### src/rtl/tsi_port_pkg.sv
package tsi_port_pkg;
  typedef enum logic [2:0] {
    ST_IDLE, ST_SYNC, ST_SLOT, ST_XFER, ST_FETCH, ST_HOLD
  } seq_state_t;

  typedef enum logic [1:0] {TG_NONE, TG_DM, TG_CML, TG_CMH} tgt_t;

  localparam logic [1:0] SEL_DM  = 2'b01;
  localparam logic [1:0] SEL_CML = 2'b10;
  localparam logic [1:0] SEL_CMH = 2'b11;
endpackage

### src/rtl/tsi_ctrl_reg.sv
module tsi_ctrl_reg #(
  parameter int          DW        = 8,
  parameter logic [DW-1:0] KEEP_MASK = 8'hDF
) (
  input  logic          clk,
  input  logic          rst_n,
  input  logic          we,
  input  logic [DW-1:0] wdata,
  output logic [DW-1:0] ctrl_q
);
  logic [DW-1:0] ctrl_d;

  always_comb begin
    ctrl_d = ctrl_q;
    if (we) ctrl_d = wdata & KEEP_MASK;
  end

  always_ff @(posedge clk or negedge rst_n) begin
    if (!rst_n) ctrl_q <= '0;
    else        ctrl_q <= ctrl_d;
  end
endmodule

### src/rtl/tsi_tgt_dec.sv
module tsi_tgt_dec
  import tsi_port_pkg::*;
#(
  parameter int DW        = 8,
  parameter int SPLIT_BIT = 7,
  parameter int SEL_HI    = 4
) (
  input  logic [DW-1:0] ctrl_q,
  input  logic          rw_n,
  output tgt_t          tgt
);
  logic [1:0] sel;

  always_comb begin
    sel = ctrl_q[SEL_HI -: 2];
    tgt = TG_NONE;
    if (ctrl_q[SPLIT_BIT]) begin
      tgt = rw_n ? TG_DM : TG_CML;
    end else begin
      unique case (sel)
        SEL_DM:  tgt = rw_n ? TG_DM : TG_NONE;
        SEL_CML: tgt = TG_CML;
        SEL_CMH: tgt = TG_CMH;
        default: tgt = TG_NONE;
      endcase
    end
  end
endmodule

### src/rtl/tsi_access_seq.sv
module tsi_access_seq
  import tsi_port_pkg::*;
#(
  parameter int DW       = 8,
  parameter int CHW      = 5,
  parameter int STW      = 3,
  parameter int CMHW     = 3,
  parameter int SYNC_CYC = 2
) (
  input  logic             clk,
  input  logic             rst_n,
  input  logic             strobe,
  input  logic             rw_n,
  input  logic             win_sel,
  input  logic [CHW-1:0]   chan,
  input  logic [DW-1:0]    wdata,
  input  logic [DW-1:0]    ctrl_q,
  input  logic [STW-1:0]   stream,
  input  tgt_t             tgt,
  input  logic             slot_free,
  input  logic [DW-1:0]    dm_rdata,
  input  logic [DW-1:0]    cml_rdata,
  input  logic [CMHW-1:0]  cmh_rdata,
  output logic             ctrl_we,
  output logic [DW-1:0]    rdata,
  output logic             ack_n,
  output logic [STW+CHW-1:0] mem_addr,
  output logic [DW-1:0]    mem_wdata,
  output logic             dm_rd,
  output logic             cml_rd,
  output logic             cmh_rd,
  output logic             cml_we,
  output logic             cmh_we
);
  localparam int MAW  = STW + CHW;
  localparam int CNTW = $clog2(SYNC_CYC + 1);
  localparam logic [CNTW-1:0] CNT_LOAD = CNTW'(SYNC_CYC - 1);

  seq_state_t     state_q, state_d;
  logic [CNTW-1:0] cnt_q, cnt_d;
  tgt_t           tgt_q, tgt_d;
  logic           rw_q, rw_d;
  logic [MAW-1:0] addr_q, addr_d;
  logic [DW-1:0]  wd_q, wd_d;
  logic [DW-1:0]  rd_q, rd_d;
  logic           in_xfer;

  always_comb begin
    state_d = state_q;
    cnt_d   = cnt_q;
    tgt_d   = tgt_q;
    rw_d    = rw_q;
    addr_d  = addr_q;
    wd_d    = wd_q;
    rd_d    = rd_q;
    ctrl_we = 1'b0;
    unique case (state_q)
      ST_IDLE: if (strobe) begin
        if (!win_sel) begin
          ctrl_we = !rw_n;
          rd_d    = ctrl_q;
          state_d = ST_HOLD;
        end else begin
          tgt_d   = tgt;
          rw_d    = rw_n;
          addr_d  = {stream, chan};
          wd_d    = wdata;
          cnt_d   = CNT_LOAD;
          state_d = ST_SYNC;
        end
      end
      ST_SYNC: begin
        if (!strobe)            state_d = ST_IDLE;
        else if (cnt_q == '0)   state_d = ST_SLOT;
        else                    cnt_d   = cnt_q - 1'b1;
      end
      ST_SLOT: begin
        if (!strobe)            state_d = ST_IDLE;
        else if (slot_free)     state_d = ST_XFER;
      end
      ST_XFER:  state_d = ST_FETCH;
      ST_FETCH: begin
        if (rw_q) begin
          unique case (tgt_q)
            TG_DM:   rd_d = dm_rdata;
            TG_CML:  rd_d = cml_rdata;
            TG_CMH:  rd_d = {{(DW-CMHW){1'b0}}, cmh_rdata};
            default: rd_d = '0;
          endcase
        end
        state_d = ST_HOLD;
      end
      ST_HOLD: if (!strobe) state_d = ST_IDLE;
      default: state_d = ST_IDLE;
    endcase
  end

  always_ff @(posedge clk or negedge rst_n) begin
    if (!rst_n) begin
      state_q <= ST_IDLE;
      cnt_q   <= '0;
      tgt_q   <= TG_NONE;
      rw_q    <= 1'b1;
      addr_q  <= '0;
      wd_q    <= '0;
      rd_q    <= '0;
    end else begin
      state_q <= state_d;
      cnt_q   <= cnt_d;
      tgt_q   <= tgt_d;
      rw_q    <= rw_d;
      addr_q  <= addr_d;
      wd_q    <= wd_d;
      rd_q    <= rd_d;
    end
  end

  assign in_xfer   = (state_q == ST_XFER);
  assign dm_rd     = in_xfer &&  rw_q && (tgt_q == TG_DM);
  assign cml_rd    = in_xfer &&  rw_q && (tgt_q == TG_CML);
  assign cmh_rd    = in_xfer &&  rw_q && (tgt_q == TG_CMH);
  assign cml_we    = in_xfer && !rw_q && (tgt_q == TG_CML);
  assign cmh_we    = in_xfer && !rw_q && (tgt_q == TG_CMH);
  assign mem_addr  = addr_q;
  assign mem_wdata = wd_q;
  assign rdata     = rd_q;
  assign ack_n     = (state_q != ST_HOLD);
endmodule

### src/rtl/tsi_cpu_port.sv
module tsi_cpu_port
  import tsi_port_pkg::*;
#(
  parameter int DW       = 8,
  parameter int CHW      = 5,
  parameter int STW      = 3,
  parameter int CMHW     = 3,
  parameter int SYNC_CYC = 2,
  parameter int PE_BIT   = 6
) (
  input  logic                clk,
  input  logic                rst_n,
  input  logic                cs_n,
  input  logic                ds,
  input  logic                rw_n,
  input  logic [CHW:0]        addr,
  input  logic [DW-1:0]       wdata,
  output logic [DW-1:0]       rdata,
  output logic                ack_n,
  input  logic                slot_free,
  output logic [STW+CHW-1:0]  mem_addr,
  output logic [DW-1:0]       mem_wdata,
  output logic                dm_rd,
  output logic                cml_rd,
  output logic                cmh_rd,
  output logic                cml_we,
  output logic                cmh_we,
  input  logic [DW-1:0]       dm_rdata,
  input  logic [DW-1:0]       cml_rdata,
  input  logic [CMHW-1:0]     cmh_rdata,
  output logic                proc_en
);
  logic          strobe;
  logic          ctrl_we;
  logic [DW-1:0] ctrl_q;
  tgt_t          tgt;

  assign strobe  = !cs_n && ds;
  assign proc_en = ctrl_q[PE_BIT];

  tsi_ctrl_reg #(.DW(DW), .KEEP_MASK(8'hDF)) u_ctrl (
    .clk(clk), .rst_n(rst_n), .we(ctrl_we), .wdata(wdata), .ctrl_q(ctrl_q)
  );

  tsi_tgt_dec #(.DW(DW)) u_dec (
    .ctrl_q(ctrl_q), .rw_n(rw_n), .tgt(tgt)
  );

  tsi_access_seq #(
    .DW(DW), .CHW(CHW), .STW(STW), .CMHW(CMHW), .SYNC_CYC(SYNC_CYC)
  ) u_seq (
    .clk(clk), .rst_n(rst_n), .strobe(strobe), .rw_n(rw_n),
    .win_sel(addr[CHW]), .chan(addr[CHW-1:0]), .wdata(wdata),
    .ctrl_q(ctrl_q), .stream(ctrl_q[STW-1:0]), .tgt(tgt),
    .slot_free(slot_free), .dm_rdata(dm_rdata), .cml_rdata(cml_rdata),
    .cmh_rdata(cmh_rdata), .ctrl_we(ctrl_we), .rdata(rdata), .ack_n(ack_n),
    .mem_addr(mem_addr), .mem_wdata(mem_wdata), .dm_rd(dm_rd),
    .cml_rd(cml_rd), .cmh_rd(cmh_rd), .cml_we(cml_we), .cmh_we(cmh_we)
  );
endmodule

### config.mk
export PLATFORM = sky130hd
export DESIGN_NAME = tsi_cpu_port
export DESIGN_NICKNAME = d
export VERILOG_FILES = /design/src/rtl/tsi_port_pkg.sv /design/src/rtl/tsi_ctrl_reg.sv /design/src/rtl/tsi_tgt_dec.sv /design/src/rtl/tsi_access_seq.sv /design/src/rtl/tsi_cpu_port.sv
export SDC_FILE = /design/constraint.sdc
export NUM_CORES = 1
export LEC_CHECK = 0
export ABC_AREA = 0
export CORE_ASPECT_RATIO = 0.6
export CORE_MARGIN = 2
export CORE_UTILIZATION = 44
export CTS_CLUSTER_DIAMETER = 40
export DETAILED_ROUTE_END_ITERATION = 8
export PLACE_DENSITY = 0.91
export SYNTH_ARGS = -nofsm -noshare
export SYNTH_HDL_FRONTEND = slang
export SYNTH_SLANG_ARGS = --single-unit
export TNS_END_PERCENT = 50
### constraint.sdc
create_clock -name clk -period 2.5 [get_ports clk]
set_input_delay 0.375 -clock clk [delete_from_list [all_inputs] [get_ports clk]]
set_output_delay 0.375 -clock clk [all_outputs]
set_load 0.02 [all_outputs]
==> impl_metrics.py <==
metrics = {
    "floorplanning": {
        "core_um2": 4076,
        "start_util": 0.4567,
        "fp.dieH_um": 54.39,
        "rows": 18,
        "die_area_um2": 4785,
        "ios": 70,
        "die_w_um": 87.98,
    },
    "critical_path": {
        "critical_path_class": "reg -> out",
        "crit_start": "u_seq.state_q[0]",
        "required_ns": 2.12,
        "crit_arrival_ns": 1.93,
        "r2r_start": "u_seq.state_q[2]",
        "path_max_fanout": 12,
        "critPathCaptureType": "output pin",
        "cp-start-kind": "register",
    },
    "clocking": {
        "cts.sinks": 39,
        "root_buffer": "clkbuf_8",
        "cts.path.max_buffers": 2,
        "h-tree-depth": 2,
        "cts_buffers": 5,
        "post_cts_buffers": 0,
        "hold_buffers": 0,
        "clk_pin_slew_ns": 0.07,
        "worstSkewPairLatency_ns": 0.29,
        "ctsResizeCount": 0,
        "tritoncts": "done",
    },
    "sta": {
        "rsz0062_at_grt": "no",
        "holdWs_ns": 0.1857,
        "relSlewSlack": 0.4400,
        "worst_slew_pin_slew_ns": 0.8399,
        "setup_violations": 0,
        "skew_ns": 0.006519,
        "period_minus_slack_ns": 2.305,
        "period_share": 0.9222,
        "maxSlewViolCount": 0,
        "hold_violations": 0,
        "setup-tns-final_ns": 0,
        "fmax_ghz": 0.4338,
    },
    "routing": {
        "wl_um": 4390,
        "firstDrtPassIters": 4,
        "routed_via_density": 5.264,
        "drc_errors": 0,
        "num_vias": 1474,
        "postRouteAntennaNets": 0,
        "wire_per_inst_um": 15.68,
        "drt_iter0_drc": 63,
    },
    "power_and_ir_drop": {
        "ir_drop_mv": 0.5510,
        "p_int_w": 0.001931,
        "powerDensity_nw_per_um2": 1124,
        "combPwrFrac": 0.466,
        "power.leakage_nw": 1.161,
        "power_switching_w": 0.001088,
        "p_seq_frac": 0.400,
        "clock_power_share": 0.134,
        "swShare": 0.3605,
    },
    "global_route": {
        "antenna_found_initial": 0,
        "gr-total-overflow": 0,
        "first_global_vias": 1479,
        "grt_max_degree": 40,
        "track_usage": 0.1999,
        "grt_pass1_wl_um": 7038,
    },
    "final_layout": {
        "seq_area_um2": 977.2,
        "fillCellCount": 314,
        "multi_input_area_um2": 803.3,
        "layout_commonest_cell": "clkdlybuf4s50_1",
        "area_growth_pct": 44.29,
        "diodes": 0,
        "drive_gt1_frac": 0.1955,
        "nets": 259,
        "instances_no_fill": 280,
        "layout_common_cells": "clkdlybuf4s50_1, dfrtp_1, mux2_4, mux2_2, nand2_1",
    },
    "synth": {
        "ys_ff_latch": 39,
        "synth-seq-area-share": 0.5249,
        "yosysWarningCount": 0,
        "syn_inst": 149,
        "synth_top_area_cell": "dfrtp_1",
        "synth_area_leaders": "dfrtp_1, mux2_4, mux2_2, a221o_1, o221a_2",
        "synthesis.area_um2": 1862,
        "netlist.area_leader.share": 0.5108,
        "avgSynthCellArea_um2": 12.50,
        "ys_types": 35,
        "syn_nets": 189,
    },
    "placement": {
        "port_buffers": 69,
        "placed_cells": 272,
        "globalplace.congestion": 0.7341,
        "dp_hpwl_um": 3282,
    },
    "hold_path": {
        "holdCritPathClass": "in -> async",
    },
    "flow_run": {
        "drv_cap": 0,
    },
    "outcome": {
        "status": "finished clean",
    },
}
-- cell type report --
| class | instances | share of cell area |
|---|---|---|
| Timing Repair Buffer | 73 | 0.2711 |
| Sequential cell | 39 | 0.3638 |
| Clock inverter | 3 | 0.005589 |
| Inverter | 5 | 0.006986 |
| Multi-Input combinational cell | 95 | 0.2990 |
| Clock buffer | 5 | 0.02562 |
| Tap cell | 60 | 0.02795 |
-- through the flow --
| step | power (W) | setup slack [ns] | utilization | area [um^2] |
|---|---|---|---|---|
| finish | 0.003019 | 0.1946 | 0.6590 | 2686 |
| global route | 0.003208 | 0.06018 | 0.6590 | 2686 |
| detailed placement | 0.002623 | 0.08995 | 0.6384 | 2603 |
| CTS | 0.003040 | 0.1821 | 0.6590 | 2686 |
| global placement | 0.002573 | 0.1196 | 0.6384 | 2603 |
| floorplan | 0.001993 | 0.4582 | - | 1862 |
-- flip-flops by register name, summed over array words and instances, names as in the netlist --
name,count
u_seq.tgt_q,2
u_seq.state_q,3
u_seq.mem_addr,8
u_seq.rdata,8
u_ctrl.ctrl_q,7
u_seq.rw_q,1
u_seq.mem_wdata,8
u_seq.cnt_q,2
-- Yosys cell counts, drive strengths merged --
library cell  instances
a2111o                1
a211oi                3
a21oi                 6
a221o                 7
a22oi                 1
a2bb2oi               2
and2                  1
buf                   5
clkbuf                5
dfrtp                38
dfstp                 1
ha                    1
inv                   5
mux2                 23
mux2i                 3
nand2                 8
nand2b                1
nand3                 2
nand3b                2
nand4b                1
nor2                  6
nor2b                 6
nor3                  2
nor3b                 2
nor4                  1
o21ai                 7
o221a                 4
o22ai                 1
o32ai                 1
or3b                  2
or4                   1
-- routing by layer --
layer | part of all wire | track usage | wire length, um
met4 | 0.0096 | 0.06154 | 42
met3 | 0.063 | 0.05882 | 275
met2 | 0.46 | 0.3346 | 2031
met5 | 0 | 0 | 0
met1 | 0.46 | 0.2555 | 2041
-- kinds of logic after synthesis --
family,share of synthesized area
flops,0.5249
fa+ha+maj,0.006719
compound gates,0.1364
buf+inv,0.04368
simple gates,0.1049
mux,0.1835
-- worst max-delay path, stage by stage (launching register included) --
cell and delay, ns:
dfrtp_1 0.55, nand4b_1 0.23, nor3b_1 0.23, clkdlybuf4s50_1 0.63
-- power by group through the flow --
stage | clock, W | sequential (W) | combinational (W)
detailed placement | 0 | 0.00121 | 0.00142
CTS | 0.000416 | 0.00121 | 0.00142
global placement | 0 | 0.00119 | 0.00138
floorplan | 0 | 0.00135 | 0.000647
global route | 0.000441 | 0.00126 | 0.00151
finish | 0.000405 | 0.00121 | 0.00141
-- path summary, 6_finish.rpt --
kind                                      end  slack, ns  cells past startpoint
min in group clk               u_seq.cnt_q[1]       0.49                      2
min                        u_seq.mem_wdata[2]       0.19                      1
max in group asynchronous      u_seq.rdata[5]       1.78                      1
min reg2reg                    u_seq.cnt_q[1]       0.49                      2
max reg2reg                  u_ctrl.ctrl_q[6]       0.41                      4
max                                    cml_rd       0.19                      3
Power figures use the tool's default switching activity.
